File: src/rtl/dst_pkg.sv
// Package: shared command encoding for the DRAM spacing tracker.
// Assumes a 3-bit command type field on the issue strobe.
package dst_pkg;
    typedef enum logic [2:0] {
        CMD_NOP  = 3'd0,
        CMD_ACT  = 3'd1,
        CMD_RD   = 3'd2,
        CMD_WR   = 3'd3,
        CMD_PRE  = 3'd4,
        CMD_PREA = 3'd5,
        CMD_REF  = 3'd6
    } cmd_e;
endpackage

File: src/rtl/spacing_counter.sv
// Module: spacing_counter
// Saturating down-counter for one spacing rule. When load is high it takes
// span-1, or 0 when span is 0. Otherwise it counts down to zero and holds there.
// The output clear is high while the count is zero.
// Assumes the span is sampled only in the cycle of load.
module spacing_counter #(
    parameter int W = 4
) (
    input  logic         clk,
    input  logic         rst_n,
    input  logic         load,
    input  logic [W-1:0] span,
    output logic         clear
);
    localparam logic [W-1:0] ONE = {{(W-1){1'b0}}, 1'b1};

    logic [W-1:0] cnt;

    // Load on a restricting command, otherwise count down to zero.
    always_ff @(posedge clk) begin
        if (!rst_n)
            cnt <= '0;
        else if (load)
            cnt <= (span == '0) ? '0 : span - ONE;
        else if (cnt != '0)
            cnt <= cnt - ONE;
    end

    assign clear = (cnt == '0);


    hold_zero_chk: assert property (@(posedge clk) disable iff (!rst_n)
        (clear && !load) |=> clear);


    load_block_chk: assert property (@(posedge clk) disable iff (!rst_n)
        (load && (span > ONE)) |=> !clear);
endmodule

File: src/rtl/bank_tracker.sv
// Module: bank_tracker
// Holds the four rules that apply to one rank-bank. ACTIVATE, WRITE and READ
// each restrict a later PRECHARGE. PRECHARGE, or a PRECHARGE-ALL to the
// owning rank, restricts a later ACTIVATE.
// Assumes bank_hit and rank_hit are already qualified by cmd_valid.
module bank_tracker
    import dst_pkg::*;
#(
    parameter int W_ACT_PRE = 5,
    parameter int W_WR_PRE  = 5,
    parameter int W_RD_PRE  = 4,
    parameter int W_PRE_ACT = 4
) (
    input  logic                 clk,
    input  logic                 rst_n,
    input  logic                 bank_hit,
    input  logic                 rank_hit,
    input  cmd_e                 cmd,
    input  logic [W_ACT_PRE-1:0] span_act_pre,
    input  logic [W_WR_PRE-1:0]  span_wr_pre,
    input  logic [W_RD_PRE-1:0]  span_rd_pre,
    input  logic [W_PRE_ACT-1:0] span_pre_act,
    output logic                 pre_clear,
    output logic                 act_clear
);
    logic ld_act, ld_wr, ld_rd, ld_pre;
    logic c_act, c_wr, c_rd;

    // Decode which bank counters this command loads.
    always_comb begin
        ld_act = bank_hit && (cmd == CMD_ACT);
        ld_wr  = bank_hit && (cmd == CMD_WR);
        ld_rd  = bank_hit && (cmd == CMD_RD);
        ld_pre = (bank_hit && (cmd == CMD_PRE)) || (rank_hit && (cmd == CMD_PREA));
    end

    spacing_counter #(.W(W_ACT_PRE)) u_act_pre (
        .clk(clk), .rst_n(rst_n), .load(ld_act), .span(span_act_pre), .clear(c_act));
    spacing_counter #(.W(W_WR_PRE)) u_wr_pre (
        .clk(clk), .rst_n(rst_n), .load(ld_wr), .span(span_wr_pre), .clear(c_wr));
    spacing_counter #(.W(W_RD_PRE)) u_rd_pre (
        .clk(clk), .rst_n(rst_n), .load(ld_rd), .span(span_rd_pre), .clear(c_rd));
    spacing_counter #(.W(W_PRE_ACT)) u_pre_act (
        .clk(clk), .rst_n(rst_n), .load(ld_pre), .span(span_pre_act), .clear(act_clear));

    assign pre_clear = c_act && c_wr && c_rd;
endmodule

File: src/rtl/rank_tracker.sv
// Module: rank_tracker
// Holds the three rank-wide rules that restrict ACTIVATE to any bank of the
// rank: after ACTIVATE, after PRECHARGE-ALL and after REFRESH.
// Assumes rank_hit is already qualified by cmd_valid.
module rank_tracker
    import dst_pkg::*;
#(
    parameter int W_ACT_ACT  = 4,
    parameter int W_PREA_ACT = 4,
    parameter int W_REF_ACT  = 9
) (
    input  logic                  clk,
    input  logic                  rst_n,
    input  logic                  rank_hit,
    input  cmd_e                  cmd,
    input  logic [W_ACT_ACT-1:0]  span_act_act,
    input  logic [W_PREA_ACT-1:0] span_prea_act,
    input  logic [W_REF_ACT-1:0]  span_ref_act,
    output logic                  act_clear
);
    logic ld_act, ld_prea, ld_ref;
    logic c_act, c_prea, c_ref;

    // Decode which rank counters this command loads.
    always_comb begin
        ld_act  = rank_hit && (cmd == CMD_ACT);
        ld_prea = rank_hit && (cmd == CMD_PREA);
        ld_ref  = rank_hit && (cmd == CMD_REF);
    end

    spacing_counter #(.W(W_ACT_ACT)) u_act_act (
        .clk(clk), .rst_n(rst_n), .load(ld_act), .span(span_act_act), .clear(c_act));
    spacing_counter #(.W(W_PREA_ACT)) u_prea_act (
        .clk(clk), .rst_n(rst_n), .load(ld_prea), .span(span_prea_act), .clear(c_prea));
    spacing_counter #(.W(W_REF_ACT)) u_ref_act (
        .clk(clk), .rst_n(rst_n), .load(ld_ref), .span(span_ref_act), .clear(c_ref));

    assign act_clear = c_act && c_prea && c_ref;
endmodule

File: src/rtl/dram_spacing_tracker.sv
// Module: dram_spacing_tracker
// Top level. It holds one rank_tracker per rank and one bank_tracker per
// rank-bank, and combines their clear flags into permit bits. The permit
// index is rank*NUM_BANKS+bank.
// Assumes at most one command per clock, and that the spacings stay stable
// while a restriction is pending.
module dram_spacing_tracker
    import dst_pkg::*;
#(
    parameter int NUM_RANKS  = 2,
    parameter int NUM_BANKS  = 4,
    parameter int W_ACT_PRE  = 5,
    parameter int W_WR_PRE   = 5,
    parameter int W_RD_PRE   = 4,
    parameter int W_ACT_ACT  = 4,
    parameter int W_PRE_ACT  = 4,
    parameter int W_PREA_ACT = 4,
    parameter int W_REF_ACT  = 9,
    localparam int RANK_W = (NUM_RANKS > 1) ? $clog2(NUM_RANKS) : 1,
    localparam int BANK_W = (NUM_BANKS > 1) ? $clog2(NUM_BANKS) : 1,
    localparam int NRB    = NUM_RANKS * NUM_BANKS
) (
    input  logic                  clk,
    input  logic                  rst_n,
    input  logic                  cmd_valid,
    input  logic [2:0]            cmd_type,
    input  logic [RANK_W-1:0]     cmd_rank,
    input  logic [BANK_W-1:0]     cmd_bank,
    input  logic [W_ACT_PRE-1:0]  cfg_act_to_pre,
    input  logic [W_WR_PRE-1:0]   cfg_wr_to_pre,
    input  logic [W_RD_PRE-1:0]   cfg_rd_to_pre,
    input  logic [W_ACT_ACT-1:0]  cfg_act_to_act,
    input  logic [W_PRE_ACT-1:0]  cfg_pre_to_act,
    input  logic [W_PREA_ACT-1:0] cfg_prea_to_act,
    input  logic [W_REF_ACT-1:0]  cfg_ref_to_act,
    output logic [NRB-1:0]        pre_ok,
    output logic [NRB-1:0]        act_ok,
    output logic [NUM_RANKS-1:0]  prea_ok
);
    cmd_e cmd;

    // Interpret the raw type field as a command.
    always_comb cmd = cmd_e'(cmd_type);

    for (genvar r = 0; r < NUM_RANKS; r++) begin : g_rank
        localparam logic [RANK_W-1:0] RID = RANK_W'(r);
        logic rank_hit;
        logic rank_clear;

        assign rank_hit = cmd_valid && (cmd_rank == RID);

        rank_tracker #(
            .W_ACT_ACT(W_ACT_ACT), .W_PREA_ACT(W_PREA_ACT), .W_REF_ACT(W_REF_ACT)
        ) u_rank (
            .clk(clk), .rst_n(rst_n), .rank_hit(rank_hit), .cmd(cmd),
            .span_act_act(cfg_act_to_act), .span_prea_act(cfg_prea_to_act),
            .span_ref_act(cfg_ref_to_act), .act_clear(rank_clear));

        for (genvar b = 0; b < NUM_BANKS; b++) begin : g_bank
            localparam logic [BANK_W-1:0] BID = BANK_W'(b);
            localparam int IDX = r * NUM_BANKS + b;
            logic bank_hit;
            logic bank_act_clear;

            assign bank_hit = rank_hit && (cmd_bank == BID);

            bank_tracker #(
                .W_ACT_PRE(W_ACT_PRE), .W_WR_PRE(W_WR_PRE),
                .W_RD_PRE(W_RD_PRE), .W_PRE_ACT(W_PRE_ACT)
            ) u_bank (
                .clk(clk), .rst_n(rst_n), .bank_hit(bank_hit), .rank_hit(rank_hit),
                .cmd(cmd), .span_act_pre(cfg_act_to_pre), .span_wr_pre(cfg_wr_to_pre),
                .span_rd_pre(cfg_rd_to_pre), .span_pre_act(cfg_pre_to_act),
                .pre_clear(pre_ok[IDX]), .act_clear(bank_act_clear));

            assign act_ok[IDX] = bank_act_clear && rank_clear;


            pre_fall_src_chk: assert property (@(posedge clk) disable iff (!rst_n)
                $fell(pre_ok[IDX]) |-> $past(cmd_valid && cmd_rank == RID && cmd_bank == BID
                    && (cmd_type == 3'd1 || cmd_type == 3'd2 || cmd_type == 3'd3)));


            act_fall_src_chk: assert property (@(posedge clk) disable iff (!rst_n)
                $fell(act_ok[IDX]) |-> $past(cmd_valid && cmd_rank == RID
                    && (cmd_type == 3'd1 || cmd_type == 3'd4 || cmd_type == 3'd5
                        || cmd_type == 3'd6)));
        end

        assign prea_ok[r] = &pre_ok[r*NUM_BANKS +: NUM_BANKS];
    end
endmodule

File: config.mk
export PLATFORM = sky130hd
export DESIGN_NAME = dram_spacing_tracker
export DESIGN_NICKNAME = d
export VERILOG_FILES = /design/src/rtl/dst_pkg.sv /design/src/rtl/spacing_counter.sv /design/src/rtl/bank_tracker.sv /design/src/rtl/rank_tracker.sv /design/src/rtl/dram_spacing_tracker.sv
export SDC_FILE = /design/constraint.sdc
export NUM_CORES = 1
export LEC_CHECK = 0
export BUFFER_PORTS_ARGS = -buffer_cell sky130_fd_sc_hd__buf_2
export CAP_MARGIN = 20
export CORE_ASPECT_RATIO = 1.5
export CORE_MARGIN = 3
export CORE_UTILIZATION = 45
export CTS_CLUSTER_DIAMETER = 100
export DETAILED_ROUTE_END_ITERATION = 12
export SYNTH_ARGS = -nofsm -noshare
export SYNTH_HDL_FRONTEND = slang
export SYNTH_HIERARCHICAL = 1
export SYNTH_SLANG_ARGS = --single-unit
File: constraint.sdc
create_clock -name clk -period 2.5 [get_ports clk]
set_input_delay 0.125 -clock clk [delete_from_list [all_inputs] [get_ports clk]]
set_output_delay 0.125 -clock clk [all_outputs]
set_load 0.005 [all_outputs]
Yosys cells after proc, flatten, opt, wreduce, memory -nomap -nowiden
Cells that the tools add are included.
Storage, ports and cells
  flip-flop bits (word level): 178
  memories kept: 0
  ROM bits: 0
  output and inout port bits: 18
  logic and storage cells: 384
  input port bits: 44
  bits in writable memories: 0
  latch bits: 0
Cells by class
  $lt $le $gt $ge: 0
  shifts and indexed selects: 0
  reduce and logical (&&, ||, !) cells: 208
  $add $sub $neg: 45
  muxes and demuxes: 83
  divide/modulo/power cells: 0
  bitwise gates (word level): 1
  multiply operators: 0
  eq/ne operators: 9
Operator list (count)
  $mux W4: 44
  $mux W5: 34
  $logic_not A4 Y1: 24
  $sub A4 B1 Y4 const B: 24
  $logic_not A5 Y1: 18
  $sub A5 B1 Y5 const B: 18
  $reduce_bool A4 Y1: 20
  $reduce_bool A5 Y1: 16
  $logic_and A1 B1 Y1: 76
  $reduce_bool A2 Y1: 38
  $mux W9: 5
  $logic_not A9 Y1: 3
  $sub A9 B1 Y9 const B: 3
  $reduce_bool A9 Y1: 2
  $eq A3 B3 Y1 const B: 3
  $logic_or A1 B1 Y1: 8
  $reduce_and A4 Y1: 2
  $eq A3 B2 Y1 const B: 2
  $eq A2 B2 Y1 const B: 2
  $eq A3 B1 Y1 const B: 1
  $eq A2 B1 Y1 const B: 1
  $logic_not A2 Y1: 1
  $not A1 Y1: 1

Longest topological paths before layout
  depth in word-level cells: 6
  gate-level depth with buffers: 7
  gate-level depth less buffers: 7

Hierarchy
The synthesis kept the hierarchy.
Modules (own cells, without submodules)
  spacing_counter at g_rank[0].g_bank[0].u_bank.u_act_pre ...: cells each 41, sequential area each 100.1 um^2, area an instance 356.6 um^2, instances 16
  spacing_counter at g_rank[0].g_bank[0].u_bank.u_pre_act ...: cells each 34, sequential area each 80.1 um^2, area an instance 281.5 um^2, instances 20
  spacing_counter at g_rank[0].u_rank.u_ref_act: cells each 74, sequential area each 180.2 um^2, area an instance 680.7 um^2, instances 1
  spacing_counter at g_rank[1].u_rank.u_ref_act: cells each 74, sequential area each 180.2 um^2, area an instance 669.4 um^2, instances 1
  bank_tracker: cells each 6, sequential area each 0.0 um^2, area an instance 65.1 um^2, instances 8
  dram_spacing_tracker: cells each 20, sequential area each 0.0 um^2, area an instance 177.7 um^2, instances 1
  rank_tracker: cells each 4, sequential area each 0.0 um^2, area an instance 40.0 um^2, instances 2

Worst setup path after synthesis
Ideal clock, no wire load.
  kind: flip-flop to output port
  start: reg g_rank[0].u_rank.u_ref_act.cnt[4]
  end: out act_ok[0]
  arrival time: 1752 ps
  path buffers: 0
  cell stages (with the launch flop): 6
  setup slack: 623 ps
  required time: 2375 ps
  cells stage by stage: dfxtp_1 -> or4_4 -> or4_4 -> inv_1 -> and3_1 -> and2_1
On the way
  cells in the longest elaborated chain, start to end: 3
RTL lines
  start, declared: line spacing_counter.sv:17  | logic [W-1:0] cnt;
  start signal, assigned: line spacing_counter.sv:24  | cnt <= (span == '0) ? '0 : span - ONE;
  start signal, assigned: line spacing_counter.sv:26  | cnt <= cnt - ONE;
  $logic_not A9 Y1: line spacing_counter.sv:29  | assign clear = (cnt == '0);
  via g_rank[0].u_rank.c_ref: line rank_tracker.sv:22  | logic c_act, c_prea, c_ref;
  $logic_and A1 B1 Y1: line rank_tracker.sv:38  | assign act_clear = c_act && c_prea && c_ref;
  via g_rank[0].rank_clear: line dram_spacing_tracker.sv:48  | logic rank_clear;
  $logic_and A1 B1 Y1: line dram_spacing_tracker.sv:76  | assign act_ok[IDX] = bank_act_clear && rank_clear;
  end, declared: line dram_spacing_tracker.sv:37  | output logic [NRB-1:0] act_ok,
The timed path passes the listed nets, and every way through them passes these cells.

Final worst setup path
  start: reg g_rank[1].u_rank.u_ref_act.cnt[6]
  end: out act_ok[4]
On the way
  cells in the longest elaborated chain, start to end: 3
RTL lines (line)
  start, declared: spacing_counter.sv:17
  start signal, assigned: spacing_counter.sv:24
  start signal, assigned: spacing_counter.sv:26
  $logic_not A9 Y1: spacing_counter.sv:29
  via g_rank[1].u_rank.c_ref: rank_tracker.sv:22
  $logic_and A1 B1 Y1: rank_tracker.sv:38
  via g_rank[1].rank_clear: dram_spacing_tracker.sv:48
  $logic_and A1 B1 Y1: dram_spacing_tracker.sv:76
The timed path passes the listed nets, and every way through them passes these cells.

==> results.json <==
{
  "grt_pass1_wl_mm": 56.47,
  "worst-endpoint-required_ns": 2.38,
  "pin_count": 62,
  "worst_path_most_repeated_cell": "or4_4",
  "drt_wl_total_mm": 33.41,
  "core_um2": 29100,
  "fin_skew_ns": 0.009369,
  "yosys.area.top_type_share": 0.2647,
  "placed_area_um2": 14310,
  "dieHeight_um": 217.9,
  "slew_viol_final": 0,
  "slowest_stage": "or4_4",
  "overflow": 0,
  "synth_compound_area_frac": 0.2432,
  "hold_class": "input pin to flop",
  "fin_crit_sh": 0.9662,
  "synth_top_family_by_area": "simple AND/OR/NAND/NOR gates",
  "worst_pin_slew_ns": 0.7171,
  "cts_made_buffers": 17,
  "power.total_mw": 15.77,
  "viasPerCell": 5.976,
  "powerDensity_nw_per_um2": 1052,
  "rr_endpoint": "g_rank[1].u_rank/u_ref_act/cnt[1]",
  "htree_num_levels": 4,
  "dr.pass1.iters": 4,
  "start_util": 0.4627,
  "nets": 1736,
  "crit_fanout": 4,
  "top_usage_layer": "met2",
  "min_from": "cfg_act_to_act[3]",
  "yosys-top-cells-area": "dfxtp_1 26%, ha_1 5.2%, inv_1 4.2%",
  "final_cells": 2039,
  "hold_viol": 0,
  "synthArstFlopShare": 0,
  "synth-xor-area-share": 0.02927,
  "synth-seq-cells": 178,
  "portBuffers": 61,
  "cts_sinks": 178,
  "drc": 0,
  "grt_antenna_before_repair": 0,
  "final_cell_area_um2": 14990,
  "synth_top_cells_by_count": "178 x dfxtp_1, 150 x inv_1, 98 x a21oi_1",
  "dp_hpwl_mm": 23.15,
  "synth.largest_area_cell": "dfxtp_1",
  "synth_edf_count": 0,
  "synthSimpleGateAreaFrac": 0.3412,
  "syn_inst": 1560,
  "crit_path_cell_trace": "or4_4 > or4_4 > inv_2 > and3_4 > and2_1 > buf_2",
  "grt_pass1_vias": 11660,
  "synthMuxAreaShare": 0.02277,
  "hold_path_depth": 3,
  "grt_max_degree": 108,
  "max_slew_margin": 0.5220,
  "ctsLongestPathBuffers": 2,
  "synth.most_common_cell": "dfxtp_1",
  "rows": 76,
  "synthFlopType": "dfxtp_1",
  "cts_tree": "done",
  "clk_latency_ns": 0.45,
  "leakagePower_nw": 6.218,
  "drtIter0Drc": 595,
  "final-setup-viol-count": 0,
  "finalCriticalPeriod_ns": 2.416,
  "ant_nets": 0,
  "mappedNetlistArea_um2": 13460,
  "gr-usage-all-layers": 0.2083,
  "use_met1": 0.2560,
  "avgSynthCellArea_um2": 8.631,
  "nFillCells": 2862,
  "use_met3": 0.02807,
  "vias": 12190,
  "crit_type": "flop to primary output",
  "synth.distinct_cells": 66,
  "drv_cap": 0,
  "synth_seq_area_share": 0.2647,
  "critPathMaxStageDelay_ns": 0.53,
  "areaGrowthSynthToFinish_pct": 11.31,
  "gp_congestion": 0.8123,
  "pre_cts_ws_ns": 0.3227,
  "r2r-start": "g_rank[1].u_rank/u_ref_act/cnt[6]",
  "die_area_um2": 32080,
  "ff2ff_setup_slack_ns": 0.51,
  "ys_warn_count": 6,
  "cts-root-buf": "clkbuf_16",
  "diodes": 0,
  "worst_slack_ns": 0.08448,
  "endpoint_kind": "primary output",
  "fin_tns_setup_ns": 0,
  "status": "finished, final reports clean",
  "cp-start-kind": "flop",
  "rr_worst_depth": 5,
  "use_met2": 0.3763,
  "synth_fp_nets": 1660,
  "holdPathEnd": "g_rank[1].u_rank/u_act_act/cnt[3]",
  "clk_pin_slew_ns": 0.07,
  "drive_gt1_frac": 0.1734,
  "wl_per_cell_um": 16.38,
  "max_freq_mhz": 414.0,
  "ir_worst_vdd_mv": 0.6478,
  "dp_cells": 2003,
  "cp.arrival_ns": 2.29,
  "synth_fa_ha_area_frac": 0.05204,
  "die_w_um": 147.2
}
cell type report:
cell class | instances | area (um^2) | area share
multi-input combinational | 1214 | 9301 | 0.6206
sequential | 178 | 3567 | 0.2380
inverter | 150 | 563.0 | 0.03757
clock buffer | 25 | 515.5 | 0.03440
tap | 390 | 488.0 | 0.03256
timing repair buffer | 75 | 456.7 | 0.03047
clock inverter | 7 | 95.09 | 0.006345
repair_timing:
item | 4_1_cts | 5_1_grt
buffers inserted | 2 | 1
hold buffers | 1 | 0
endpoints found under the hold margin | 1 | 0
pin swaps | 2 | 2
endpoints found under the setup margin | 8 | 8
gates resized for setup | 5 | 11
per-stage QoR:
stage,hold slack (ns),util
finish,0.03422,0.5151
global route,0.03490,0.5151
CTS,0.004184,0.5140
detailed placement,0.4689,0.4917
global placement,0.4666,0.4917
floorplan,0.2425,-
logic make-up after synthesis:
kind of cell	count (synthesis)
compound gates	453
mux	30
fa+ha+maj	56
buf+inv	168
flops	178
xor+xnor	45
simple gates	630
power by group:
part,internal [mW],switching (mW)
combinational,4.15,3.75
clock,1.64,1.17
sequential,3.94,1.13
how the worst max path moves through the flow:
stage | depth (start not counted) | endpoint | start | slack (ns)
2_1_floorplan | 5 | act_ok[0] | g_rank[0].u_rank/u_ref_act/cnt[4] | 0.62
3_3_place_gp | 6 | act_ok[0] | g_rank[0].u_rank/u_ref_act/cnt[4] | 0.33
3_5_place_dp | 6 | act_ok[2] | g_rank[0].u_rank/u_ref_act/cnt[4] | 0.32
4_1_cts | 6 | act_ok[2] | g_rank[0].u_rank/u_ref_act/cnt[6] | 0.009
5_1_grt | 8 | act_ok[2] | g_rank[0].u_rank/u_ref_act/cnt[1] | -0.008
6_report | 6 | act_ok[4] | g_rank[1].u_rank/u_ref_act/cnt[6] | 0.08
worst max-delay path: cells and delay by family, from the launching register on:
family                 cells  cell delay [ns]
buffers and inverters      2             0.17
flip-flops                 1             0.32
AND/OR/NAND/NOR            4             1.35
routing by layer:
metal  up-vias  wire (um)  share of wire
met5         -          0              0
met4         0        620          0.019
met3        35        720          0.022
met2       126      16800           0.50
met1      5855      15270           0.46
li1       6169          -              -
state kept, by name, indices dropped and copies added (netlist names):
register	count
g_rank.g_bank.u_bank/u_pre_act/cnt	32
g_rank.g_bank.u_bank/u_wr_pre/cnt	40
g_rank.u_rank/u_prea_act/cnt	8
g_rank.g_bank.u_bank/u_rd_pre/cnt	32
g_rank.u_rank/u_ref_act/cnt	18
g_rank.u_rank/u_act_act/cnt	8
g_rank.g_bank.u_bank/u_act_pre/cnt	40
cells in the final DEF (no fill, tap or decap), drive strengths merged, types with 37 or more instances in the layout:
cell type  netlist  layout
nor4b           42      42
inv            150     151
ha              56      56
buf              1      74
o31ai           71      71
a21oi          114     114
a21o            48      48
nor3            61      61
nor2            86      86
dfxtp          178     178
nand2           62      62
nand2b          37      37
Power figures use the tool's default switching activity.
